==> config.mk <==
export PLATFORM = sky130hd
export DESIGN_NAME = pic_reg_sequencer
export DESIGN_NICKNAME = d
export VERILOG_FILES = /design/src/rtl/pic_seq_pkg.sv /design/src/rtl/pic_seq_decode.sv /design/src/rtl/pic_seq_init_fsm.sv /design/src/rtl/pic_seq_ctrl.sv /design/src/rtl/pic_seq_readback.sv /design/src/rtl/pic_reg_sequencer.sv
export SDC_FILE = /design/constraint.sdc
export NUM_CORES = 1
export LEC_CHECK = 0
export BUFFER_PORTS_ARGS = -buffer_cell sky130_fd_sc_hd__buf_2
export CAP_MARGIN = 5
export CELL_PAD_IN_SITES_DETAIL_PLACEMENT = 0
export CELL_PAD_IN_SITES_GLOBAL_PLACEMENT = 2
export CORE_UTILIZATION = 23
export CTS_CLUSTER_SIZE = 8
export DETAILED_ROUTE_END_ITERATION = 12
export PLACE_DENSITY = 0.8
export SYNTH_ARGS = -nofsm -noshare
export SYNTH_HDL_FRONTEND = slang
export SYNTH_SLANG_ARGS = --single-unit
==> constraint.sdc <==
create_clock -name clk -period 1.85 [get_ports clk]
set_input_delay 0.37 -clock clk [delete_from_list [all_inputs] [get_ports clk]]
set_output_delay 0.37 -clock clk [all_outputs]
set_load 0.05 [all_outputs]
==> src/rtl/pic_seq_pkg.sv <==
package pic_seq_pkg;

  // Data-port sequence position
  typedef enum logic [1:0] {
    ST_IDLE = 2'd0,
    ST_BASE = 2'd1,
    ST_CASC = 2'd2,
    ST_MODE = 2'd3
  } init_st_e;

  // Command-port word classification bits
  localparam int unsigned B_INIT    = 4;
  localparam int unsigned B_CTRL    = 3;
  // Control word fields
  localparam int unsigned B_POLL    = 2;
  localparam int unsigned B_RSEL_EN = 1;
  localparam int unsigned B_RSEL    = 0;
  localparam int unsigned B_SMM_EN  = 6;
  localparam int unsigned B_SMM     = 5;
  // Initialization word fields
  localparam int unsigned B_NEED4   = 0;
  localparam int unsigned B_NEST    = 4;
  localparam int unsigned B_AEOI    = 1;

endpackage

==> src/rtl/pic_seq_decode.sv <==
module pic_seq_decode #(
  parameter int DATA_W = 8
) (
  input  logic              sel,
  input  logic              wr_en,
  input  logic              rd_en,
  input  logic              addr,
  input  logic [DATA_W-1:0] wdata,
  output logic              ev_init,
  output logic              ev_ctrl,
  output logic              ev_cmd,
  output logic              ev_data,
  output logic              ev_rd
);
  import pic_seq_pkg::*;

  logic wr_go;
  logic cmd_port;

  assign wr_go    = sel & wr_en;
  assign cmd_port = wr_go & ~addr;

  assign ev_init = cmd_port & wdata[B_INIT];
  assign ev_ctrl = cmd_port & ~wdata[B_INIT] & wdata[B_CTRL];
  assign ev_cmd  = cmd_port & ~wdata[B_INIT] & ~wdata[B_CTRL];
  assign ev_data = wr_go & addr;
  assign ev_rd   = sel & rd_en;

endmodule

==> src/rtl/pic_seq_init_fsm.sv <==
module pic_seq_init_fsm #(
  parameter int DATA_W = 8,
  parameter int LINE_W = 3
) (
  input  logic                  clk,
  input  logic                  rst_n,
  input  logic                  ev_init,
  input  logic                  ev_data,
  input  logic [DATA_W-1:0]     wdata,
  output pic_seq_pkg::init_st_e st,
  output logic [DATA_W-1:0]     imr,
  output logic [DATA_W-1:0]     vec_base,
  output logic                  auto_eoi,
  output logic                  nested_mode
);
  import pic_seq_pkg::*;

  logic need4;

  // Aligns a byte to a vector-table boundary
  function automatic logic [DATA_W-1:0] base_of(input logic [DATA_W-1:0] b);
    logic [DATA_W-1:0] m;
    m = '1;
    m[LINE_W-1:0] = '0;
    return b & m;
  endfunction

  always_ff @(posedge clk or negedge rst_n) begin
    if (!rst_n) begin
      st          <= ST_IDLE;
      need4       <= 1'b0;
      imr         <= '0;
      vec_base    <= '0;
      auto_eoi    <= 1'b0;
      nested_mode <= 1'b0;
    end else if (ev_init) begin
      st          <= ST_BASE;
      need4       <= wdata[B_NEED4];
      imr         <= '0;
      vec_base    <= '0;
      auto_eoi    <= 1'b0;
      nested_mode <= 1'b0;
    end else if (ev_data) begin
      unique case (st)
        ST_IDLE: imr <= wdata;
        ST_BASE: begin
          vec_base <= base_of(wdata);
          st       <= ST_CASC;
        end
        ST_CASC: st <= need4 ? ST_MODE : ST_IDLE;
        ST_MODE: begin
          nested_mode <= wdata[B_NEST];
          auto_eoi    <= wdata[B_AEOI];
          st          <= ST_IDLE;
        end
        default: st <= ST_IDLE;
      endcase
    end
  end

endmodule

==> src/rtl/pic_seq_ctrl.sv <==
module pic_seq_ctrl #(
  parameter int DATA_W = 8
) (
  input  logic              clk,
  input  logic              rst_n,
  input  logic              ev_init,
  input  logic              ev_ctrl,
  input  logic              ev_rd,
  input  logic [DATA_W-1:0] wdata,
  output logic              poll_q,
  output logic              rsel_q,
  output logic              smm_q
);
  import pic_seq_pkg::*;

  logic arm;
  logic take;

  assign arm  = ev_ctrl & wdata[B_POLL];
  assign take = ev_rd & poll_q;

  always_ff @(posedge clk or negedge rst_n) begin
    if (!rst_n) begin
      poll_q <= 1'b0;
      rsel_q <= 1'b0;
      smm_q  <= 1'b0;
    end else if (ev_init) begin
      poll_q <= 1'b0;
      rsel_q <= 1'b0;
      smm_q  <= 1'b0;
    end else begin
      if (arm)       poll_q <= 1'b1;
      else if (take) poll_q <= 1'b0;
      if (ev_ctrl && wdata[B_RSEL_EN]) rsel_q <= wdata[B_RSEL];
      if (ev_ctrl && wdata[B_SMM_EN])  smm_q  <= wdata[B_SMM];
    end
  end

endmodule

==> src/rtl/pic_seq_readback.sv <==
module pic_seq_readback #(
  parameter int DATA_W = 8,
  parameter int LINE_W = 3
) (
  input  logic              ev_rd,
  input  logic              addr,
  input  logic              poll_q,
  input  logic              rsel_q,
  input  logic [DATA_W-1:0] irr_in,
  input  logic [DATA_W-1:0] isr_in,
  input  logic [DATA_W-1:0] imr,
  input  logic              best_valid,
  input  logic [LINE_W-1:0] best_line,
  output logic [DATA_W-1:0] rdata,
  output logic              poll_clear,
  output logic [LINE_W-1:0] poll_line
);

  localparam logic [LINE_W-1:0] NO_LINE = '1;

  function automatic logic [DATA_W-1:0] widen(input logic [LINE_W-1:0] l);
    return DATA_W'(l);
  endfunction

  always_comb begin
    rdata      = '0;
    poll_clear = 1'b0;
    poll_line  = best_line;
    if (ev_rd) begin
      if (poll_q) begin
        poll_clear = best_valid;
        rdata      = best_valid ? widen(best_line) : widen(NO_LINE);
      end else if (addr) begin
        rdata = imr;
      end else begin
        rdata = rsel_q ? isr_in : irr_in;
      end
    end
  end

endmodule

==> src/rtl/pic_reg_sequencer.sv <==
module pic_reg_sequencer #(
  parameter int DATA_W = 8,
  parameter int LINES  = 8
) (
  input  logic                      clk,
  input  logic                      rst_n,
  input  logic                      sel,
  input  logic                      wr_en,
  input  logic                      rd_en,
  input  logic                      addr,
  input  logic [DATA_W-1:0]         wdata,
  output logic [DATA_W-1:0]         rdata,
  input  logic [DATA_W-1:0]         irr_in,
  input  logic [DATA_W-1:0]         isr_in,
  input  logic                      best_valid,
  input  logic [$clog2(LINES)-1:0]  best_line,
  input  logic [$clog2(LINES)-1:0]  ack_line,
  output logic [DATA_W-1:0]         ack_vector,
  output logic [DATA_W-1:0]         imr,
  output logic [DATA_W-1:0]         vec_base,
  output logic                      auto_eoi,
  output logic                      nested_mode,
  output logic                      special_mask,
  output logic                      init_strobe,
  output logic                      cmd_strobe,
  output logic [DATA_W-1:0]         cmd_data,
  output logic                      poll_clear,
  output logic [$clog2(LINES)-1:0]  poll_line,
  output logic                      init_busy
);
  import pic_seq_pkg::*;

  localparam int LINE_W = $clog2(LINES);

  // Named internal events
  logic     ev_init;
  logic     ev_ctrl;
  logic     ev_cmd;
  logic     ev_data;
  logic     ev_rd;
  logic     poll_q;
  logic     rsel_q;
  init_st_e st;

  function automatic logic [DATA_W-1:0] vec_of(input logic [DATA_W-1:0] base,
                                               input logic [LINE_W-1:0] line);
    return base + DATA_W'(line);
  endfunction

  pic_seq_decode #(.DATA_W(DATA_W)) u_dec (
    .sel(sel), .wr_en(wr_en), .rd_en(rd_en), .addr(addr), .wdata(wdata),
    .ev_init(ev_init), .ev_ctrl(ev_ctrl), .ev_cmd(ev_cmd),
    .ev_data(ev_data), .ev_rd(ev_rd)
  );

  pic_seq_init_fsm #(.DATA_W(DATA_W), .LINE_W(LINE_W)) u_init (
    .clk(clk), .rst_n(rst_n), .ev_init(ev_init), .ev_data(ev_data),
    .wdata(wdata), .st(st), .imr(imr), .vec_base(vec_base),
    .auto_eoi(auto_eoi), .nested_mode(nested_mode)
  );

  pic_seq_ctrl #(.DATA_W(DATA_W)) u_ctrl (
    .clk(clk), .rst_n(rst_n), .ev_init(ev_init), .ev_ctrl(ev_ctrl),
    .ev_rd(ev_rd), .wdata(wdata), .poll_q(poll_q), .rsel_q(rsel_q),
    .smm_q(special_mask)
  );

  pic_seq_readback #(.DATA_W(DATA_W), .LINE_W(LINE_W)) u_rd (
    .ev_rd(ev_rd), .addr(addr), .poll_q(poll_q), .rsel_q(rsel_q),
    .irr_in(irr_in), .isr_in(isr_in), .imr(imr),
    .best_valid(best_valid), .best_line(best_line),
    .rdata(rdata), .poll_clear(poll_clear), .poll_line(poll_line)
  );

  assign init_strobe = ev_init;
  assign cmd_strobe  = ev_cmd;
  assign cmd_data    = ev_cmd ? wdata : '0;
  assign init_busy   = (st != ST_IDLE);
  assign ack_vector  = vec_of(vec_base, ack_line);

endmodule

==> results.txt <==
First drt pass iteration count: 4
CTS tree: yes
Synthesis warning total: 0
Routed Antenna Nets: 0
Worst Path Required: 1.48 ns
Distinct cells, synth: 33
Setup-failing EPs final: 0
Worst rel slew slack: 64.96%
PwrDens: 1281 nW/µm²
Least-Margin Pin Slew: 0.5243 ns
Total Power: 0.002743 W
First-pass GRT wire length: 6.651 mm
Mapped Area: 1509 µm²
Via density: 4.552
Initial core utilization: 23.76%
Reg area: 526.8 µm²
Gate Count Post-Synth: 172
H-tree depth: 1
Longest Clk Path Bufs: 2
Final Hold Viols: 0
Proportion of layout cells with a drive suffix above 1: 47.93%
Clk Latency, worst-skew pair: 0.26 ns
Critical Path AT: 1.43 ns
Net Sw Frac: 53.73%
CP startpoint kind: register
Flops & latches, synth: 21
Vias in the first global route: 1288
Gpl congestion: 0.7873
Buffers added on ports: 75
DP HPWL: 3.302 mm
Non-Filler Instances: 319
Routed via count: 1452
Seq/Total Area, Yosys: 34.83%
Global route total overflow: 0
CTS sink cnt: 21
Standard-cell rows: 29
Gr usage total: 12.01%
Net switching power: 0.001474 W
Status: finished clean
Initial DRC count: 56
Final nets: 284
Post-synth EDFFs: 0
Worst-path clk slew: 0.08 ns
Static Leak: 1.063 nW
Clock network fraction of total power: 11.1%
Max Clock Skew: 0.006060 ns
Die W: 83.00 µm
Commonest cells after routing, fill and taps aside: 60 x buf_2, 22 x nand2_1, 20 x dfrtp_1, 14 x buf_6, 13 x buf_4
Initial antenna violation count: 0
Largest net degree at the start of global routing: 22
Critical path type: register to output pin
Hold WC Path Type: input port to asynchronous set/reset pin
TNS Setup: 0 ns
Max-cap viol count: 0
Die footprint: 6888 µm²
DRC viols: 0
Int Pwr: 0.001269 W
CTS Buf Count: 3
CP max FO: 6
FMAX: 555.4 MHz
Final critical-path share of the clock period: 97.32%
Unrepaired setup endpoints after global routing: yes
Ys flop type: dfrtp_1
Dpl cells: 314
Sequential share of power: 27.5%
Area Overhead vs Synth: 41.87%
VDD IR max: 713.0 µV
Hold_buf cts: 0
Worst setup EP type: output pin
Max Slew Vio Count: 0
Commonest non-fill, non-tap cell in the layout: buf_2
Fill count: 675
Tmin final: 1.800 ns
Root Driver: clkbuf_8
Comb power frac: 61.4%
Footprint of the multi-input gates: 859.6 µm²
DR WL/cell: 13.35 µm
Ports: 87
Number of diodes: 0
Die Ht: 83.00 µm
Syn avg cell area: 8.773 µm²
Routed WL: 4.260 mm
Ys async rst share: 100.0%
CORE AREA: 6350 µm²
[path summary, 6_finish.rpt]
path,from,end,slack [ns],cells after the start
setup / recovery,u_ctrl.rsel_q,rdata[0],0.05,4
hold / removal,rst_n,u_init.need4,0.06,1
setup reg to reg,u_init.st[1],u_init.st[1],0.39,5
hold reg to reg,u_init.imr[7],u_init.imr[7],0.54,2
max in group asynchronous,rst_n,u_ctrl.rsel_q,1.43,1
min in group clk,wdata[2],u_init.imr[2],0.39,3
[Yosys cell counts, types with 2 or more instances]
cell type  count  share of area, %
buf_4         17               8.5
o22ai_1       10               4.1
nand2_1       22               5.5
inv_1         11               2.7
ha_1           4               3.3
dfrtp_1       21                35
mux2i_1        9               6.0
o21ai_0        9               3.0
a21oi_1        3              0.99
nor2_1         8               2.0
nand2b_1       2              0.83
buf_2          4               1.3
mux2_2         5               3.7
a211oi_1       5               2.5
clkbuf_1       4              0.99
and2_1         7               2.9
nand4_1        7               2.9
nand3b_1       2              0.99
a22o_1         8               4.6
[cell type report]
type | count | share of cell area [%]
multi-input combinational | 118 | 40.15
timing repair buffer | 88 | 26.65
sequential | 21 | 24.61
tap | 77 | 4.500
clock buffer | 3 | 1.929
inverter | 11 | 1.929
clock inverter | 1 | 0.2338
[power groups by stage]
stage               logic, W  registers [W]  clock network (W)
floorplan           0.000881        0.00120                  0
global placement     0.00164       0.000764                  0
detailed placement   0.00165       0.000774                  0
CTS                  0.00166       0.000766           0.000317
global route         0.00179       0.000791           0.000345
finish               0.00168       0.000755           0.000304
[sequential cells by signal (all words and copies together), names as in the netlist]
name	count
u_init.st	2
u_init.vec_base	5
u_ctrl.smm_q	1
u_init.auto_eoi	1
u_ctrl.rsel_q	1
u_init.imr	8
u_ctrl.poll_q	1
u_init.need4	1
u_init.nested_mode	1
[what timing repair did]
action                                  in CTS  in global routing
pin swaps                                    0                  5
gates resized for setup                      9                 38
buffers inserted                             0                  1
endpoints found under the setup margin       8                 15
[worst max-delay path, cell delays in order, from the launching register on]
cell and delay [ns]:
dfrtp_2 0.46, buf_6 0.15, mux2i_2 0.16, a211oi_4 0.21, buf_6 0.18
[routing by layer]
layer	vias up	part of all wire (%)	wire, µm	GRT usage, %
met3	2	7.2	308	3.976
met5	-	0	0	0
met2	65	45	1930	19.08
li1	727	-	-	-
met1	658	47	2007	16.33
met4	0	0.31	13	1.411
[cells by family after synthesis]
| family | share of synthesized area [%] |
|---|---|
| and+or+nand+nor | 18.24 |
| AOI/OAI and AO/OA | 18.41 |
| buffers and inverters | 14.26 |
| DFF | 34.83 |
| muxes | 10.70 |
| adders and majority gates | 3.317 |
| other | 0.2485 |
[through the flow]
| step | setup WS [ns] | utilization (%) | hold WS (ns) | cell area, µm² |
|---|---|---|---|---|
| 2_1_floorplan | -0.3039 | - | 0.07441 | 1578 |
| 3_5_place_dp | 0.04271 | 30.96 | 0.3681 | 1966 |
| 6_report | 0.04960 | 33.71 | 0.06048 | 2141 |
| 3_3_place_gp | 0.06311 | 30.96 | 0.3626 | 1966 |
| 5_1_grt | -0.02501 | 33.71 | 0.09093 | 2141 |
| 4_1_cts | -0.04943 | 32.02 | 0.07891 | 2033 |
Power figures use the tool's default switching activity.
